### config.mk
export PLATFORM = sky130hd
export DESIGN_NAME = page_rom_reader
export DESIGN_NICKNAME = d
export VERILOG_FILES = /design/src/rtl/rom_rd_pkg.sv /design/src/rtl/rom_rd_wait_ctr.sv /design/src/rtl/rom_rd_addr_gen.sv /design/src/rtl/rom_rd_lane.sv /design/src/rtl/page_rom_reader.sv
export SDC_FILE = /design/constraint.sdc
export NUM_CORES = 1
export LEC_CHECK = 0
export BUFFER_PORTS_ARGS = -buffer_cell sky130_fd_sc_hd__buf_2
export CAP_MARGIN = 20
export CORE_ASPECT_RATIO = 1.1
export CORE_MARGIN = 2
export CORE_UTILIZATION = 52
export CTS_BUF_LIST = sky130_fd_sc_hd__clkbuf_2
export DETAILED_ROUTE_END_ITERATION = 7
export PLACE_DENSITY = 0.77
export SLEW_MARGIN = 0
export SYNTH_ARGS = -nofsm -noshare
export SYNTH_HDL_FRONTEND = slang
export SYNTH_SLANG_ARGS = --single-unit
### constraint.sdc
create_clock -name clk_i -period 4 [get_ports clk_i]
set_clock_uncertainty 0.2 [all_clocks]
set_input_delay 0.6 -clock clk_i [delete_from_list [all_inputs] [get_ports clk_i]]
set_output_delay 0.6 -clock clk_i [all_outputs]
set_load 0.05 [all_outputs]
### src/rtl/rom_rd_pkg.sv
package rom_rd_pkg;
  typedef enum logic [1:0] {
    ST_IDLE,
    ST_ACCESS,
    ST_HOLD,
    ST_OPEN
  } rd_state_e;
endpackage

### src/rtl/rom_rd_wait_ctr.sv
module rom_rd_wait_ctr #(
  parameter int CNT_W = 5
) (
  input  logic             clk_i,
  input  logic             rst_ni,
  input  logic             load_i,
  input  logic [CNT_W-1:0] val_i,
  output logic             done_o
);
  logic [CNT_W-1:0] cnt_q;

  always_ff @(posedge clk_i or negedge rst_ni) begin
    if (!rst_ni)              cnt_q <= '0;
    else if (load_i)          cnt_q <= val_i;
    else if (cnt_q != '0)     cnt_q <= cnt_q - 1'b1;
  end

  assign done_o = (cnt_q == '0);
endmodule

### src/rtl/rom_rd_addr_gen.sv
module rom_rd_addr_gen #(
  parameter int ADDR_W = 22,
  parameter int PAGE_W = 3
) (
  input  logic              clk_i,
  input  logic              rst_ni,
  input  logic              load_i,
  input  logic              adv_i,
  input  logic              track_i,
  input  logic              drop_i,
  input  logic [ADDR_W:0]   addr_i,
  input  logic              byte_i,
  output logic [ADDR_W-1:0] rom_addr_o,
  output logic              lsb_o,
  output logic              byte_o,
  output logic              req_hit_o,
  output logic              next_hit_o
);
  localparam int TAG_W = ADDR_W - PAGE_W;

  logic [ADDR_W:0]  unit_q;
  logic             byte_q;
  logic [TAG_W-1:0] ptag_q;
  logic             pmode_q, pv_q;
  logic [TAG_W-1:0] cur_tag, nxt_tag, req_tag;
  logic [ADDR_W:0]  unit_nxt;

  function automatic logic [TAG_W-1:0] tag_of(logic [ADDR_W:0] u, logic b);
    return b ? u[ADDR_W:PAGE_W+1] : u[ADDR_W-1:PAGE_W];
  endfunction

  assign unit_nxt = unit_q + 1'b1;
  assign cur_tag  = tag_of(unit_q, byte_q);
  assign nxt_tag  = tag_of(unit_nxt, byte_q);
  assign req_tag  = tag_of(addr_i, byte_i);

  always_ff @(posedge clk_i or negedge rst_ni) begin
    if (!rst_ni) begin
      unit_q <= '0;
      byte_q <= 1'b0;
    end else if (load_i) begin
      unit_q <= addr_i;
      byte_q <= byte_i;
    end else if (adv_i) begin
      unit_q <= unit_nxt;
    end
  end

  // open page record, valid only while chip-enable stays low
  always_ff @(posedge clk_i or negedge rst_ni) begin
    if (!rst_ni) begin
      pv_q    <= 1'b0;
      ptag_q  <= '0;
      pmode_q <= 1'b0;
    end else if (drop_i) begin
      pv_q    <= 1'b0;
    end else if (track_i) begin
      pv_q    <= 1'b1;
      ptag_q  <= cur_tag;
      pmode_q <= byte_q;
    end
  end

  assign rom_addr_o = byte_q ? unit_q[ADDR_W:1] : unit_q[ADDR_W-1:0];
  assign lsb_o      = unit_q[0];
  assign byte_o     = byte_q;
  assign req_hit_o  = pv_q && (pmode_q == byte_i) && (ptag_q == req_tag);
  assign next_hit_o = (nxt_tag == cur_tag);

  AST_DROP_CLOSES: assert property (@(posedge clk_i) disable iff (!rst_ni)
    drop_i |=> !req_hit_o);
endmodule

### src/rtl/rom_rd_lane.sv
module rom_rd_lane #(
  parameter int DATA_W = 16
) (
  input  logic              clk_i,
  input  logic              rst_ni,
  input  logic              capture_i,
  input  logic              last_i,
  input  logic              byte_i,
  input  logic [DATA_W-1:0] bus_i,
  output logic              valid_o,
  output logic [DATA_W-1:0] data_o,
  output logic              last_o
);
  localparam int HALF_W = DATA_W / 2;

  always_ff @(posedge clk_i or negedge rst_ni) begin
    if (!rst_ni) begin
      valid_o <= 1'b0;
      last_o  <= 1'b0;
      data_o  <= '0;
    end else begin
      valid_o <= capture_i;
      last_o  <= capture_i && last_i;
      if (capture_i)
        data_o <= byte_i ? {{HALF_W{1'b0}}, bus_i[HALF_W-1:0]} : bus_i;
    end
  end

  AST_LAST_IN_BEAT: assert property (@(posedge clk_i) disable iff (!rst_ni)
    last_o |-> valid_o);
endmodule

### src/rtl/page_rom_reader.sv
module page_rom_reader
  import rom_rd_pkg::*;
#(
  parameter int ADDR_W    = 22,
  parameter int PAGE_W    = 3,
  parameter int LEN_W     = 4,
  parameter int RAND_WAIT = 18,
  parameter int PAGE_WAIT = 6,
  parameter int TURN_WAIT = 4
) (
  input  logic              clk_i,
  input  logic              rst_ni,
  input  logic              req_valid_i,
  output logic              req_ready_o,
  input  logic [ADDR_W:0]   req_addr_i,
  input  logic [LEN_W-1:0]  req_len_i,
  input  logic              req_byte_i,
  output logic              rsp_valid_o,
  output logic [15:0]       rsp_data_o,
  output logic              rsp_last_o,
  output logic              rom_ce_no,
  output logic              rom_oe_no,
  output logic              rom_byte_no,
  output logic [ADDR_W-1:0] rom_addr_o,
  output logic              rom_d15_o,
  output logic              rom_d15_oe_o,
  input  logic [15:0]       rom_data_i
);
  localparam int MAX_WAIT = (RAND_WAIT > TURN_WAIT) ? RAND_WAIT : TURN_WAIT;
  localparam int CNT_W    = $clog2(MAX_WAIT + 1);
  localparam int GAP_W    = $clog2(TURN_WAIT + 1);
  localparam logic [CNT_W-1:0] RW1 = CNT_W'(RAND_WAIT - 1);
  localparam logic [CNT_W-1:0] PW1 = CNT_W'(PAGE_WAIT - 1);
  localparam logic [CNT_W-1:0] TW1 = CNT_W'(TURN_WAIT - 1);

  rd_state_e        state_q, state_d;
  logic [LEN_W-1:0] beats_q;
  logic             accept, ctr_load, ctr_done;
  logic [CNT_W-1:0] ctr_val;
  logic             capture, adv, load, track, drop;
  logic             req_hit, next_hit, byte_sel, lsb;

  assign req_ready_o = (state_q == ST_IDLE) || (state_q == ST_OPEN);
  assign accept      = req_valid_i && req_ready_o;

  always_comb begin
    state_d  = state_q;
    ctr_load = 1'b0;
    ctr_val  = '0;
    capture  = 1'b0;
    adv      = 1'b0;
    load     = 1'b0;
    track    = 1'b0;
    drop     = 1'b0;
    unique case (state_q)
      ST_IDLE, ST_OPEN: begin
        if (accept) begin
          state_d  = ST_ACCESS;
          load     = 1'b1;
          ctr_load = 1'b1;
          ctr_val  = req_hit ? PW1 : RW1;
        end else if (state_q == ST_OPEN) begin
          state_d = ST_IDLE;
          drop    = 1'b1;
        end
      end
      ST_ACCESS: begin
        track = 1'b1;
        if (ctr_done) begin
          capture  = 1'b1;
          ctr_load = 1'b1;
          if (beats_q == '0) begin
            state_d = ST_HOLD;
            ctr_val = TW1;
          end else begin
            adv     = 1'b1;
            ctr_val = next_hit ? PW1 : RW1;
          end
        end
      end
      ST_HOLD: if (ctr_done) state_d = ST_OPEN;
      default: state_d = ST_IDLE;
    endcase
  end

  always_ff @(posedge clk_i or negedge rst_ni) begin
    if (!rst_ni) begin
      state_q <= ST_IDLE;
      beats_q <= '0;
    end else begin
      state_q <= state_d;
      if (load)     beats_q <= req_len_i;
      else if (adv) beats_q <= beats_q - 1'b1;
    end
  end

  rom_rd_wait_ctr #(.CNT_W(CNT_W)) u_wait (
    .clk_i  (clk_i),
    .rst_ni (rst_ni),
    .load_i (ctr_load),
    .val_i  (ctr_val),
    .done_o (ctr_done)
  );

  rom_rd_addr_gen #(.ADDR_W(ADDR_W), .PAGE_W(PAGE_W)) u_addr (
    .clk_i      (clk_i),
    .rst_ni     (rst_ni),
    .load_i     (load),
    .adv_i      (adv),
    .track_i    (track),
    .drop_i     (drop),
    .addr_i     (req_addr_i),
    .byte_i     (req_byte_i),
    .rom_addr_o (rom_addr_o),
    .lsb_o      (lsb),
    .byte_o     (byte_sel),
    .req_hit_o  (req_hit),
    .next_hit_o (next_hit)
  );

  rom_rd_lane #(.DATA_W(16)) u_lane (
    .clk_i     (clk_i),
    .rst_ni    (rst_ni),
    .capture_i (capture),
    .last_i    (beats_q == '0),
    .byte_i    (byte_sel),
    .bus_i     (rom_data_i),
    .valid_o   (rsp_valid_o),
    .data_o    (rsp_data_o),
    .last_o    (rsp_last_o)
  );

  assign rom_ce_no    = (state_q == ST_IDLE);
  assign rom_oe_no    = (state_q != ST_ACCESS);
  assign rom_byte_no  = ~byte_sel;
  assign rom_d15_o    = lsb;
  assign rom_d15_oe_o = byte_sel;

  // ---- assertion support ----
  logic [GAP_W-1:0] gap_q;
  logic [CNT_W-1:0] age_q;
  logic             hit_q;

  always_ff @(posedge clk_i or negedge rst_ni) begin
    if (!rst_ni) begin
      gap_q <= GAP_W'(TURN_WAIT);
      age_q <= '0;
      hit_q <= 1'b0;
    end else begin
      if (!rom_oe_no)                      gap_q <= '0;
      else if (gap_q != GAP_W'(TURN_WAIT)) gap_q <= gap_q + 1'b1;
      if (load || adv)                     age_q <= '0;
      else if (age_q != CNT_W'(MAX_WAIT))  age_q <= age_q + 1'b1;
      if (load)     hit_q <= req_hit;
      else if (adv) hit_q <= next_hit;
    end
  end

  AST_READY_WHEN_QUIET: assert property (@(posedge clk_i) disable iff (!rst_ni)
    req_ready_o |-> rom_oe_no);
  AST_READ_NEEDS_CE: assert property (@(posedge clk_i) disable iff (!rst_ni)
    !rom_oe_no |-> !rom_ce_no);
  AST_TURN_GAP: assert property (@(posedge clk_i) disable iff (!rst_ni)
    (rom_byte_no != $past(rom_byte_no)) |-> ($past(gap_q) == GAP_W'(TURN_WAIT)));
  AST_PAGE_MIN: assert property (@(posedge clk_i) disable iff (!rst_ni)
    capture |-> (age_q >= PW1));
  AST_MISS_MIN: assert property (@(posedge clk_i) disable iff (!rst_ni)
    (capture && !hit_q) |-> (age_q >= RW1));
endmodule

== Word level (Yosys, flattened, before mapping) ==
Cells that the tools add are included.

* Reduce and logical (&&, ||, !) cells: 15
* Equal/unequal tests: 11
* $add $sub $neg: 3
* Bitwise operators: 2
* Multiplexer cells: 37

{| class="wikitable"
|+ Operators with widths
! operator !! number
|-
| 19-bit 2-to-1 mux || 3
|-
| 23-bit 2-to-1 mux || 2
|-
| 19-bit == test || 2
|-
| 5-bit 2-to-1 mux || 7
|-
| 23-bit by 1-bit adder with 23-bit output (second input constant) || 1
|-
| 22-bit 2-to-1 mux || 1
|-
| 16-bit 2-to-1 mux || 1
|-
| 1-bit 2-to-1 mux || 13
|-
| 2-bit 2-to-1 mux || 5
|-
| 5-bit case mux with 2 select lines || 1
|-
| 4-bit 2-to-1 mux || 2
|-
| 2-bit case mux with 3 select lines || 1
|-
| 2-bit nonzero test || 3
|-
| 5-bit logical NOT || 1
|-
| 5-bit nonzero test || 1
|-
| 5-bit by 1-bit subtractor with 5-bit output (second input constant) || 1
|-
| 2-bit == test (second input constant) || 2
|-
| 1-bit logical AND || 4
|-
| 4-bit logical NOT || 1
|-
| 2-bit by 1-bit inequality test with 1-bit output (second input constant) || 2
|-
| 2-bit inequality test (second input constant) || 2
|-
| 4-bit AND reduction || 1
|-
| 4-bit by 1-bit subtractor with 4-bit output (second input constant) || 1
|-
| 3-bit inequality test (second input constant) || 1
|-
| other kinds (8) || 9
|}

* Register bits: 74
* Output and inout bits: 46
* Bits of input ports: 47

== Longest topological paths before layout ==
* Depth after elaboration: 8
* Depth in mapped cells: 9

== Hierarchy ==
From an unflattened synthesis, not the netlist that was laid out.

* Cell total of the unflattened synthesis: 423
* Area total of the unflattened synthesis: 4302.9 µm²

{| class="wikitable"
|+ By module, submodules not included
! module !! area each (µm²) !! cells each !! times used
|-
| rom_rd_addr_gen || 2841.5 || 286 || 1
|-
| rom_rd_lane || 688.2 || 51 || 1
|-
| page_rom_reader || 494.2 || 59 || 1
|-
| rom_rd_wait_ctr || 279.0 || 27 || 1
|}

== Worst setup path before layout ==
No wires, ideal clock.

* Path kind: reg2out
* Start point: reg u_addr.byte_q, in the netlist u_addr.byte_o
* End point: out rom_addr_o[21]
* Path slack: 925 ps
* Data arrival time: 2275 ps
* Cell stages (with the launch flop): 4
* Buffers on the path: 2
* Cell sequence: dfrtp_1 -> clkbuf_1 -> buf_1 -> o21ai_0

* Word-level cells in the longest chain between the ends: 1

{| class="wikitable"
|+ RTL lines
! what !! RTL line !! source
|-
| start, declared || rom_rd_addr_gen.sv:22 || <nowiki>logic byte_q;</nowiki>
|-
| start signal, assigned || rom_rd_addr_gen.sv:43 || <nowiki>byte_q <= byte_i;</nowiki>
|-
| 22-bit 2-to-1 mux || rom_rd_addr_gen.sv:64 || <nowiki>assign rom_addr_o = byte_q ? unit_q[ADDR_W:1] : unit_q[ADDR_W-1:0];</nowiki>
|-
| end, declared || page_rom_reader.sv:24 || <nowiki>output logic [ADDR_W-1:0] rom_addr_o,</nowiki>
|}

Every way passes these cells.

== Final worst setup path ==
* Start point: reg u_wait.cnt_q[0]
* End point: reg u_addr.unit_q[20]

* Word-level cells in the longest chain between the ends: 4

{| class="wikitable"
|+ RTL lines
! what !! RTL line !! source
|-
| start, declared || rom_rd_wait_ctr.sv:10 || <nowiki>logic [CNT_W-1:0] cnt_q;</nowiki>
|-
| start signal, assigned || rom_rd_wait_ctr.sv:14 || <nowiki>else if (load_i) cnt_q <= val_i;</nowiki>
|-
| start signal, assigned || rom_rd_wait_ctr.sv:15 || <nowiki>else if (cnt_q != '0) cnt_q <= cnt_q - 1'b1;</nowiki>
|-
| 5-bit logical NOT || rom_rd_wait_ctr.sv:18 || <nowiki>assign done_o = (cnt_q == '0);</nowiki>
|-
| 1-bit 2-to-1 mux || page_rom_reader.sv:69 || <nowiki>if (ctr_done) begin</nowiki>
|-
| 1-bit 2-to-1 mux || page_rom_reader.sv:55 || <nowiki>unique case (state_q)</nowiki>
|-
| 2-bit nonzero test (no line) || n/a ||
|-
| end signal, assigned || rom_rd_addr_gen.sv:42 || <nowiki>unit_q <= addr_i;</nowiki>
|-
| end signal, assigned || rom_rd_addr_gen.sv:45 || <nowiki>unit_q <= unit_nxt;</nowiki>
|-
| end, declared || rom_rd_addr_gen.sv:21 || <nowiki>logic [ADDR_W:0] unit_q;</nowiki>
|}

Every way passes these cells.
A chain may end at the register's enable or synchronous reset.

==> results.ini <==
[outcome]
run_status=finished, final reports clean

[synthesis]
synth_top_area_share_pct=43.10
synth_area_leader_cell=dfrtp_1
synth.cell_area_mm2=0.004297
synth-compound-area-share_pct=10.05
synth_flop_cell=dfrtp_1
synthAdderAreaFrac_pct=2.330
synth_commonest_cells=dfrtp_1, nor2_1, nand2_1, o21ai_0, mux2_2
synth-edff-count=0
async_flop_share_pct=100.0
synth_seq_area_share_pct=43.10
synth_nets=521
synthXorXnorAreaFrac_pct=8.154
ys_ff_latch=74
synth.area.top_cells=dfrtp_1, mux2_2, nor2_1, nand2_1, o21ai_0
ys_types=53
yosysMostFrequentCell=dfrtp_1
ys.warnings.count=0
avgSynthCellArea_um2=9.220
synth_cells=466
synth_top_family_by_area=simple AND/OR/NAND/NOR gates
yosys.area_share.simple_pct=20.30
muxShareOfSynthArea_pct=11.76

[hold_path]
hold_path.class=in2reg

[global_routing]
grt_first_pass_wirelength_mm=17.96
grt_max_degree=39
grt_overflow_total=0
antenna_found_initial=0
grt_usage_pct=24.90
grt_pass1_vias=3763

[critical_path]
cpMaxStageDelayCell=or4_1
arrival_ns=3.29
cp.required_ns=4.19
reg2reg_from=u_wait.cnt_q[0]
startpoint=u_wait.cnt_q[0]
path_buf_inv=1
crit_path_end_kind=flip-flop
worstPathCellList=inv_1 -> ha_1 -> or4b_1 -> or4_1 -> nor3_1 -> xnor2_1 -> o21ai_1
cp_top_family=simple AND/OR/NAND/NOR gates
worstReg2RegEnd=u_addr.unit_q[20]
slowest_delay_ns=0.83
cp_max_fo=9
worst-path-stages=7
rrSetupSlack_ns=0.90
crit_type=reg2reg
reg2reg_depth=7
critPathCapture=u_addr.unit_q[20]
startpoint_type=flip-flop

[floorplan]
core_area_mm2=0.007955
die_w_um=90.67
start_util_pct=54.01
num_io_pins=93
fp.dieH_um=99.34
rows=34
die-area_mm2=0.009007

[power_and_ir_drop]
p_sw_share_pct=54.84
clockPowerShare_pct=8.4
ir_drop_mv=0.4516
combPwrFrac_pct=60.6
p_sw_mw=2.621
power.internal_mw=2.158
leakagePower_nw=2.294
p_per_area_mw_per_mm2=963.1
p_seq_share_pct=30.9

[route]
top_layer=met4
drt-initial-drc-count=252
m1WireLength_mm=4.706
wl_met2_mm=5.222
antenna_left=0
vias=3728
drc=0
dr.pass1.iters=5
wl_met3_um=536
wirelength_mm=10.76
wl_per_cell_um=16.11
viasPerCell=5.581

[cells_and_area]
area_growth_pct=15.46
nets=611
fillers=689
fin_util_pct=62.36
drive_gt1_share_pct=27.86
antenna_cells=0

[clocking]
cts_setup_buffers=0
cts_made_buffers=9
root_buffer=clkbuf_2
path_clk_slew_ns=0.19
clock_latency_ns=0.54
tritoncts=done
cts.path.max_buffers=2
clock-sinks=74
htreeDepth=3

[sta]
finalHoldViolations=0
finalWorstPathRequiredPeriod_ns=3.097
rsz0062_at_grt=false
fmax_mhz=322.9
worst_pin_slew_ns=0.8478
setup_ws_ns=0.9029
period_share_pct=77.43
drv_slew=0
fin_tns_setup_ns=0
slew_headroom_pct=43.22
setup_viol=0

[placed_design]
dp_slack_ns=1.002
port_buffers=92
dp_hpwl_mm=7.790
gp_congestion=0.9312

[run]
maxCapViolCount=0

[worst min-delay path by stage]
stage	depth (start not counted)	to	slack (ns)	from
finish	3	u_addr.unit_q[2]	0.06	req_addr_i[2]
detailed placement	2	u_lane.data_o[12]	0.26	u_lane.data_o[12]
CTS	3	beats_q[0]	0.06	req_len_i[0]
global route	2	u_lane.data_o[6]	0.05	rom_data_i[6]
floorplan	0	beats_q[0]	0.10	rst_ni
global placement	2	u_lane.data_o[10]	0.26	u_lane.data_o[10]
[placed cells by master, fill, tap and decap left out, types with 3 or more instances in the layout]
cell type  synthesis  routed
or3_1              3       3
o21ai_0           39      39
buf_2              2      92
inv_1             17      17
and4_1             3       3
buf_4              0       8
xor2_1            20      20
nand2_1           62      62
nand4_1            8       8
a31oi_1            4       4
mux2_2            28      28
o211ai_1           3       3
clkbuf_2           1      11
nor3_1             6       6
a21oi_1            7       7
o22ai_1            3       3
nand3_1            7       7
ha_1               8       8
o21ai_1            4       4
xnor2_1           20      20
mux2i_1           19      19
nor2_1            70      70
dfrtp_1           74      74
nor4_1             4       4
[area by class of cell]
type | count | area, um2 | share of cell area, %
clock buffer | 11 | 55.05 | 1.110
clock inverter | 4 | 43.79 | 0.8827
inverter | 18 | 67.56 | 1.362
multi-input combinational | 351 | 2262 | 45.60
sequential | 74 | 1852 | 37.33
tap | 108 | 135.1 | 2.724
timing repair buffer | 102 | 545.5 | 11.00
[sequential cells by signal, summed over array words and instances, names as in the netlist]
signal and cells:
u_lane.last_o 1, u_addr.unit_q 23, state_q 2, u_addr.pmode_q 1, beats_q 4, u_lane.valid_o 1
u_addr.ptag_q 19, u_lane.data_o 16, u_wait.cnt_q 5, u_addr.byte_o 1, u_addr.pv_q 1
[power by group through the flow]
stage	clock network, mW	logic, mW	registers (mW)
finish	0.404	2.90	1.48
global placement	0	2.80	1.49
detailed placement	0	2.86	1.51
global route	0.437	3.12	1.53
floorplan	0	1.97	1.72
CTS	0.409	2.87	1.49
[logic make-up (layout without fill, tap and decap cells)]
| logic type | Yosys count | count (layout) |
|---|---|---|
| and+or+nand+nor | 182 | 182 |
| AOI/OAI and AO/OA | 74 | 74 |
| DFF | 74 | 74 |
| muxes | 47 | 47 |
| buffers and inverters | 41 | 135 |
| xor gates and xnor gates | 40 | 40 |
| adders and majority gates | 8 | 8 |
[per-stage QoR]
stage,std cells,area (um2),hold WS [ns],power [mW]
floorplan,466,4297,0.1044,3.688
global placement,651,4837,0.2586,4.285
detailed placement,651,4837,0.2648,4.364
CTS,667,4946,0.06163,4.769
global route,668,4961,0.05177,5.086
finish,668,4961,0.05616,4.778
[layer usage]
layer  up-vias  global-route usage [%]
li1       1769                       -
met1      1815                   32.64
met2       120                   41.27
met3        24                   4.242
met4         0                   10.18
met5         -                       0
[repair_timing]
action,CTS,global route
endpoints found under the hold margin,14,0
gates resized for setup,0,0
hold buffers,1,0
[tightest hold or removal path: stages]
cell	delay (ns)
buf_2	0.08
nand2_1	0.03
o21ai_0	0.05
Power figures use the tool's default switching activity.
